==> src/rtl/disc_pkg.sv <==
package disc_pkg;
  localparam logic [15:0] STD_VID   = 16'h0001;
  localparam logic [7:0]  DISC_TYPE = 8'h00;
  localparam int          IDX_W     = 8;

  typedef struct packed {
    logic [15:0] vid;
    logic [7:0]  ptype;
  } proto_t;

  typedef enum logic [1:0] {W_IDLE, W_ISSUE, W_AWAIT} walk_st_t;

  function automatic logic [31:0] req_word(input logic [IDX_W-1:0] idx);
    return {24'h000000, idx};
  endfunction

  function automatic proto_t rsp_proto(input logic [31:0] w);
    proto_t p;
    p.vid   = w[15:0];
    p.ptype = w[23:16];
    return p;
  endfunction

  function automatic logic [IDX_W-1:0] rsp_next(input logic [31:0] w);
    return w[31:24];
  endfunction

  function automatic logic is_disc(input proto_t p);
    return (p.vid == STD_VID) && (p.ptype == DISC_TYPE);
  endfunction
endpackage

==> src/rtl/disc_rsp_dec.sv <==
module disc_rsp_dec
  import disc_pkg::*;
#(
  parameter int LEN_W = 18
) (
  input  logic [31:0]      rsp_word,
  input  logic [LEN_W-1:0] rsp_len,
  output proto_t           entry,
  output logic [IDX_W-1:0] next_idx,
  output logic             len_ok
);
  always_comb begin
    entry    = rsp_proto(rsp_word);
    next_idx = rsp_next(rsp_word);
    len_ok   = (rsp_len == LEN_W'(1));
  end
endmodule

==> src/rtl/disc_walk_fsm.sv <==
module disc_walk_fsm
  import disc_pkg::*;
#(
  parameter int DEPTH = 8,
  parameter int CNT_W = $clog2(DEPTH + 1),
  parameter int AW    = (DEPTH > 1) ? $clog2(DEPTH) : 1
) (
  input  logic             clk,
  input  logic             rst_n,
  input  logic             start,
  input  logic             req_ready,
  input  logic             rsp_valid,
  input  logic             rsp_err,
  input  logic             len_ok,
  input  logic [IDX_W-1:0] next_idx,
  output logic             req_valid,
  output logic [IDX_W-1:0] cur_idx,
  output logic             wr_en,
  output logic [AW-1:0]    wr_addr,
  output logic [CNT_W-1:0] count,
  output logic             done,
  output logic             err,
  output logic             ev_store,
  output logic             ev_finish,
  output logic             ev_overflow,
  output logic             ev_fail
);
  walk_st_t         st_q;
  logic [IDX_W-1:0] idx_q;
  logic [CNT_W-1:0] cnt_q;
  logic             done_q, err_q;
  logic             take_rsp, ev_start, ev_issue, full;

  always_comb begin
    take_rsp    = (st_q == W_AWAIT) && rsp_valid;
    full        = (cnt_q == CNT_W'(DEPTH));
    ev_start    = (st_q == W_IDLE) && start;
    ev_issue    = (st_q == W_ISSUE) && req_ready;
    ev_fail     = take_rsp && (rsp_err || !len_ok);
    ev_overflow = take_rsp && !rsp_err && len_ok && full;
    ev_store    = take_rsp && !rsp_err && len_ok && !full;
    ev_finish   = ev_store && (next_idx == '0);
  end

  always_ff @(posedge clk) begin
    if (!rst_n) begin
      st_q   <= W_IDLE;
      idx_q  <= '0;
      cnt_q  <= '0;
      done_q <= 1'b0;
      err_q  <= 1'b0;
    end else begin
      unique case (st_q)
        W_IDLE: if (ev_start) begin
          st_q   <= W_ISSUE;
          idx_q  <= '0;
          cnt_q  <= '0;
          done_q <= 1'b0;
          err_q  <= 1'b0;
        end
        W_ISSUE: if (ev_issue) st_q <= W_AWAIT;
        W_AWAIT: begin
          if (ev_fail || ev_overflow) begin
            err_q <= 1'b1;
            st_q  <= W_IDLE;
          end else if (ev_store) begin
            cnt_q <= cnt_q + CNT_W'(1);
            if (ev_finish) begin
              done_q <= 1'b1;
              st_q   <= W_IDLE;
            end else begin
              idx_q <= next_idx;
              st_q  <= W_ISSUE;
            end
          end
        end
        default: st_q <= W_IDLE;
      endcase
    end
  end

  assign req_valid = (st_q == W_ISSUE);
  assign cur_idx   = idx_q;
  assign wr_en     = ev_store;
  assign wr_addr   = cnt_q[AW-1:0];
  assign count     = cnt_q;
  assign done      = done_q;
  assign err       = err_q;
endmodule

==> src/rtl/disc_table.sv <==
module disc_table
  import disc_pkg::*;
#(
  parameter int DEPTH = 8,
  parameter int CNT_W = $clog2(DEPTH + 1),
  parameter int AW    = (DEPTH > 1) ? $clog2(DEPTH) : 1
) (
  input  logic             clk,
  input  logic             rst_n,
  input  logic             wr_en,
  input  logic [AW-1:0]    wr_addr,
  input  proto_t           wr_data,
  input  logic [CNT_W-1:0] count,
  input  proto_t           qry,
  output logic             hit
);
  logic [DEPTH-1:0] match;
  logic             hit_q;

  for (genvar i = 0; i < DEPTH; i++) begin : g_ent
    proto_t ent_q;
    always_ff @(posedge clk) begin
      if (!rst_n) ent_q <= '0;
      else if (wr_en && (wr_addr == AW'(i))) ent_q <= wr_data;
    end
    assign match[i] = (CNT_W'(i) < count) && (ent_q == qry);
  end

  always_ff @(posedge clk) begin
    if (!rst_n) hit_q <= 1'b0;
    else        hit_q <= (|match) || is_disc(qry);
  end

  assign hit = hit_q;
endmodule

==> src/rtl/disc_enum.sv <==
module disc_enum
  import disc_pkg::*;
#(
  parameter  int DEPTH = 8,
  parameter  int LEN_W = 18,
  localparam int CNT_W = $clog2(DEPTH + 1)
) (
  input  logic             clk,
  input  logic             rst_n,
  input  logic             start,
  output logic             req_valid,
  input  logic             req_ready,
  output logic [15:0]      req_vid,
  output logic [7:0]       req_type,
  output logic [31:0]      req_dword,
  input  logic             rsp_valid,
  input  logic [31:0]      rsp_word,
  input  logic [LEN_W-1:0] rsp_len,
  input  logic             rsp_err,
  input  logic [15:0]      qry_vid,
  input  logic [7:0]       qry_type,
  output logic             done,
  output logic             err,
  output logic [CNT_W-1:0] proto_count,
  output logic             hit
);
  localparam int AW = (DEPTH > 1) ? $clog2(DEPTH) : 1;

  proto_t           dec_entry, qry;
  logic [IDX_W-1:0] dec_next, cur_idx;
  logic             dec_len_ok, wr_en;
  logic [AW-1:0]    wr_addr;
  logic             ev_store, ev_finish, ev_overflow, ev_fail;

  disc_rsp_dec #(.LEN_W(LEN_W)) u_dec (
    .rsp_word (rsp_word),
    .rsp_len  (rsp_len),
    .entry    (dec_entry),
    .next_idx (dec_next),
    .len_ok   (dec_len_ok)
  );

  disc_walk_fsm #(.DEPTH(DEPTH), .CNT_W(CNT_W), .AW(AW)) u_fsm (
    .clk         (clk),
    .rst_n       (rst_n),
    .start       (start),
    .req_ready   (req_ready),
    .rsp_valid   (rsp_valid),
    .rsp_err     (rsp_err),
    .len_ok      (dec_len_ok),
    .next_idx    (dec_next),
    .req_valid   (req_valid),
    .cur_idx     (cur_idx),
    .wr_en       (wr_en),
    .wr_addr     (wr_addr),
    .count       (proto_count),
    .done        (done),
    .err         (err),
    .ev_store    (ev_store),
    .ev_finish   (ev_finish),
    .ev_overflow (ev_overflow),
    .ev_fail     (ev_fail)
  );

  assign qry.vid   = qry_vid;
  assign qry.ptype = qry_type;

  disc_table #(.DEPTH(DEPTH), .CNT_W(CNT_W), .AW(AW)) u_tbl (
    .clk     (clk),
    .rst_n   (rst_n),
    .wr_en   (wr_en),
    .wr_addr (wr_addr),
    .wr_data (dec_entry),
    .count   (proto_count),
    .qry     (qry),
    .hit     (hit)
  );

  assign req_vid   = STD_VID;
  assign req_type  = DISC_TYPE;
  assign req_dword = req_word(cur_idx);
endmodule

==> config.mk <==
export PLATFORM = sky130hd
export DESIGN_NAME = disc_enum
export DESIGN_NICKNAME = d
export VERILOG_FILES = /design/src/rtl/disc_pkg.sv /design/src/rtl/disc_rsp_dec.sv /design/src/rtl/disc_walk_fsm.sv /design/src/rtl/disc_table.sv /design/src/rtl/disc_enum.sv
export SDC_FILE = /design/constraint.sdc
export NUM_CORES = 1
export LEC_CHECK = 0
export CORE_MARGIN = 4
export CORE_UTILIZATION = 45
export CTS_CLUSTER_SIZE = 12
export DETAILED_ROUTE_END_ITERATION = 6
export GPL_TIMING_DRIVEN = 0
export HOLD_SLACK_MARGIN = 0.08
export PLACE_DENSITY = 0.67
export SLEW_MARGIN = 20
export SYNTH_ARGS = -nofsm -noshare
export SYNTH_HDL_FRONTEND = slang
export SYNTH_HIERARCHICAL = 1
export SYNTH_SLANG_ARGS = --single-unit
==> constraint.sdc <==
create_clock -name clk -period 6.1 [get_ports clk]
set_input_delay 1.525 -clock clk [delete_from_list [all_inputs] [get_ports clk]]
set_output_delay 1.525 -clock clk [all_outputs]
set_load 0.02 [all_outputs]
Word-level counts from Yosys, hierarchy flattened
Index checks and enable logic that the tools add are counted.
- flip-flop bits (word level): 209
- input bits: 80
- word-level logic and storage cells: 124
- output and inout bits: 64
- muxes and demuxes: 22
- add/subtract/negate cells: 1
- reductions and logical operators: 43
- equality and inequality tests: 28
- $lt $le $gt $ge: 8
- operators with widths (operator ; count):
    $eq 24x24->1 ; 8
    $mux 8 ; 4
    $logic_and 1x1->1 ; 26
    $eq 18x1->1 const B ; 1
    $eq 16x1->1 const B ; 1
    $logic_not 8->1 ; 2
    $lt 3x4->1 const A ; 4
    $pmux 8 s2 ; 1
    $eq 3x3->1 const B ; 4
    $mux 4 ; 3
    $reduce_and 5->1 ; 2
    $lt 1x4->1 const A ; 2
    $lt 2x4->1 const A ; 2
    $mux 2 ; 4
    $ne 2x2->1 const B ; 4
    $pmux 4 s2 ; 1
    $reduce_or 8->1 ; 1
    $eq 3x2->1 const B ; 2
    $mux 1 ; 6
    $ne 2x1->1 const B ; 3
    $pmux 2 s3 ; 1
    $reduce_and 3->1 ; 2
    $add 4x1->4 const B ; 1
    $eq 4x4->1 const B ; 1
    other kinds (11) ; 16

Longest topological paths before layout
- depth in word-level cells: 10
- depth in mapped cells: 12
- mapped depth without buffers: 10

Modules after synthesis
Netlist, hierarchy kept.
- modules (own cells, without submodules) (module ; cells each ; area each (µm²) ; instances ; seq. area each (µm²)):
    disc_table ; 1176 ; 9709.3 ; 1 ; 3863.7
    disc_walk_fsm ; 74 ; 725.7 ; 1 ; 320.3
    disc_enum ; 50 ; 367.9 ; 1 ; 0.0
    disc_rsp_dec ; 39 ; 282.8 ; 1 ; 0.0

Worst setup path after synthesis
Ideal clock, no wire load.
- path type: input-to-reg
- from: in rsp_len[14]
- to: reg u_tbl/g_ent[3].ent_q[2] in the netlist's numbering
- slack: 2458 ps
- arrival: 3520 ps
- data required time: 5978 ps
- buffers on the path: 2
- cell stages on the path: 11
- setup time: 122 ps
- path through: or4_1 > nor2_1 > nor2b_1 > nand3_2 > inv_2 > buf_4 > nor2b_1 > nand3_1 > clkbuf_1 > nand2_1 > a21boi_0
- cells in the longest elaborated chain, start to end: 4
- ends and longest elaborated chain (item ; RTL line ; text):
    start, declared ; disc_enum.sv:18 ; input logic [LEN_W-1:0] rsp_len,
    $eq 18x1->1 ; disc_rsp_dec.sv:15 ; len_ok = (rsp_len == LEN_W'(1));
    net dec_len_ok ; disc_enum.sv:31 ; logic dec_len_ok, wr_en;
    $logic_and 1x1->1 (2 in a row) ; disc_walk_fsm.sv:41 ; ev_store = take_rsp && !rsp_err && len_ok && !full;
    net ev_store ; disc_enum.sv:33 ; logic ev_store, ev_finish, ev_overflow, ev_fail;
    $logic_and 1x1->1 ; disc_table.sv:24 ; else if (wr_en && (wr_addr == AW'(i))) ent_q <= wr_data;
    end signal, assigned ; disc_table.sv:24 ;
    end, declared ; disc_table.sv:21 ; proto_t ent_q;
The timed path passes the listed nets, and every way through them passes these cells.
A chain may end at the register's enable or synchronous reset.

Worst setup path after layout
- from: in rsp_len[14]
- to: reg u_tbl/g_ent[3].ent_q[4] in the netlist's numbering
The elaborated chain is that of the path after synthesis.

==> out/qor.txt <==
Status: completed
CP max FO: 10
Lkg Pwr: 0.00474 uW
RSZ-0062 raised after global routing: false
Post-CTS Setup Repair Bufs: 0
CP endpoint kind: register
Clk_lat worst skew: 0.51 ns
Worst Max-Slew Pin Slew: 0.811 ns
Vias: 9390
Fin Setup TNS: 0 ns
Crit path kind: input pin to register
Nets: 1528
Routed Antenna Nets: 0
Critical path, cell by cell: clkdlybuf4s50_1 > or4_1 > nor2_1 > nor2b_1 > nand3_2 > inv_2 > buf_4 > nor2b_1 > nand3_1 > clkbuf_1 > nand2_1 > a21boi_0
Crit share post-route: 65.5%
Residual DRC: 0
Startpoint Class: input pin
Post_cts resized: 0
Max transition margin: 45.2%
Ant diodes: 0
Hold buffers post-CTS: 0
Post-DP HPWL: 24700 microns
Setup ws final: 2.11 ns
Placed cells: 1745
Tot GR Track Use: 24.8%
Top cell by count, worst path: nor2b_1
Total power: 3040 uW
First-pass GRT wire length: 51400 microns
Pins Over Slew Limit: 0
FILL cells: 2343
Grt ovf: 0
Class of the worst hold path: register to register
Area Overhead vs Synth: 15.4%
Num CTS Buffers: 23
Cell row count: 57
Max VDD drop: 172 uV
IO Port Bufs: 39
Max_cap viols: 0
Fmax achieved: 0.250 GHz
Cell area after synthesis: 11100 sq um
Setup WS pre-CTS: 1.63 ns
Fin. Hold Viols: 0
Mean Syn Cell Area: 8.29 sq um
TritonCTS clock tree: done
Final setup viols: 0
Clk root buf: clkbuf_16
Initial DRC count: 943
Final Hold Slack: 0.465 ns
Die Area: 27200 sq um
Core ar.: 24200 sq um
Clock Skew: 0.0125 ns
Wirelength per Cell: 19.4 microns
Vias in the first global route: 8681
Clock sinks: 209
GP Congestion: 0.933
Pre-antenna DRT Iters: 7
Synthesis Warnings: 6
Die W: 165 microns
Arrival @ worst endpoint: 4.38 ns
I/O Pins: 144
Fin crit period: 3.99 ns
Req. time, crit path: 6.48 ns
Vias/cell: 5.26
H-tree Lvls: 1
Routed wire length: 34700 microns
CP max-delay cell: or4_1
Clock slew at reported path FFs: 0.06 ns
Pin count of the biggest net entering global routing: 13
Fin cells: 1786
Slowest stage delay, CP: 0.52 ns
PwrDens: 238 nW/um^2
Initial antenna violation count: 0
Die span in y: 165 microns
Layout cell share with drive strength beyond 1: 13.7%
Cells after synthesis: 1336
Initial core utilization: 45.7%
Clock Path Buffers: 3
-- worst paths after layout --
check / startpoint / end / slack, ns / cells after the start
min: u_tbl/g_ent[3].ent_q[17] / u_tbl/g_ent[3].ent_q[17] / 0.46 / 2
min reg2reg: u_tbl/g_ent[3].ent_q[17] / u_tbl/g_ent[3].ent_q[17] / 0.46 / 2
max reg2reg: u_fsm/count[1] / u_tbl/g_ent[3].ent_q[4] / 3.24 / 11
max: rsp_len[14] / u_tbl/g_ent[3].ent_q[4] / 2.11 / 12
-- state kept, by name (all words and copies together) (netlist names) --
signal and cells:
u_fsm/done 1, u_fsm/cur_idx 8, u_tbl/hit 1, u_tbl/g_ent.ent_q 192
u_fsm/count 4, u_fsm/st_q 2, u_fsm/err 1
-- through the flow --
stage	util [%]	area [sq um]
after detailed placement	49.7	12000
after CTS	52.7	12800
after global placement	49.7	12000
after floorplan	-	11200
after global routing	52.7	12800
final	52.7	12800
-- layout make-up --
class | count | area [sq um] | share of cell area, %
multi-input combinational | 981 | 5810 | 45.5
sequential | 209 | 4180 | 32.8
buffer | 189 | 1240 | 9.68
clock buffer | 38 | 692 | 5.42
tap | 324 | 405 | 3.17
timing repair buffer | 39 | 390 | 3.06
clock inverter | 3 | 40.0 | 0.313
inverter | 3 | 11.3 | 0.0882
-- worst max-delay path, delay by kind of cell --
family	cells	cell delay, ns
AO/OA/AOI/OAI	1	0.08
buffers and inverters	4	1.02
AND/OR/NAND/NOR	7	1.74
-- power breakdown --
group	internal, uW	switching [uW]	leakage (uW)
clock network	810	557	0.000359
registers	1370	1.37	0.00168
logic	124	185	0.00270
-- cell usage in the layout (no fill, tap or decap), drive strengths merged, types with 2 or more instances in the layout --
| cell | n |
|---|---|
| clkinv | 2 |
| a21boi | 193 |
| nand2 | 393 |
| nand2b | 5 |
| conb | 48 |
| nor2 | 14 |
| xor2 | 112 |
| dfxtp | 209 |
| nand4 | 28 |
| buf | 152 |
| inv | 3 |
| clkdlybuf4s50 | 39 |
| ha | 2 |
| a21oi | 6 |
| nand3 | 12 |
| nor3 | 11 |
| nand3b | 2 |
| o22ai | 2 |
| nor4 | 37 |
| a22o | 9 |
| clkbuf | 75 |
| a211oi | 2 |
| xnor2 | 82 |
| nor4b | 2 |
| nor2b | 7 |
-- per-layer routing --
metal  track usage [%]  vias up  part of all wire [%]
met2              38.7      471                    44
met1              35.1     4414                    43
met3              4.37       74                    11
li1                  -     4431                     -
met4              7.33        0                   3.0
met5                 0        -                     0
Note: power is estimated with default switching activity, not from simulation.
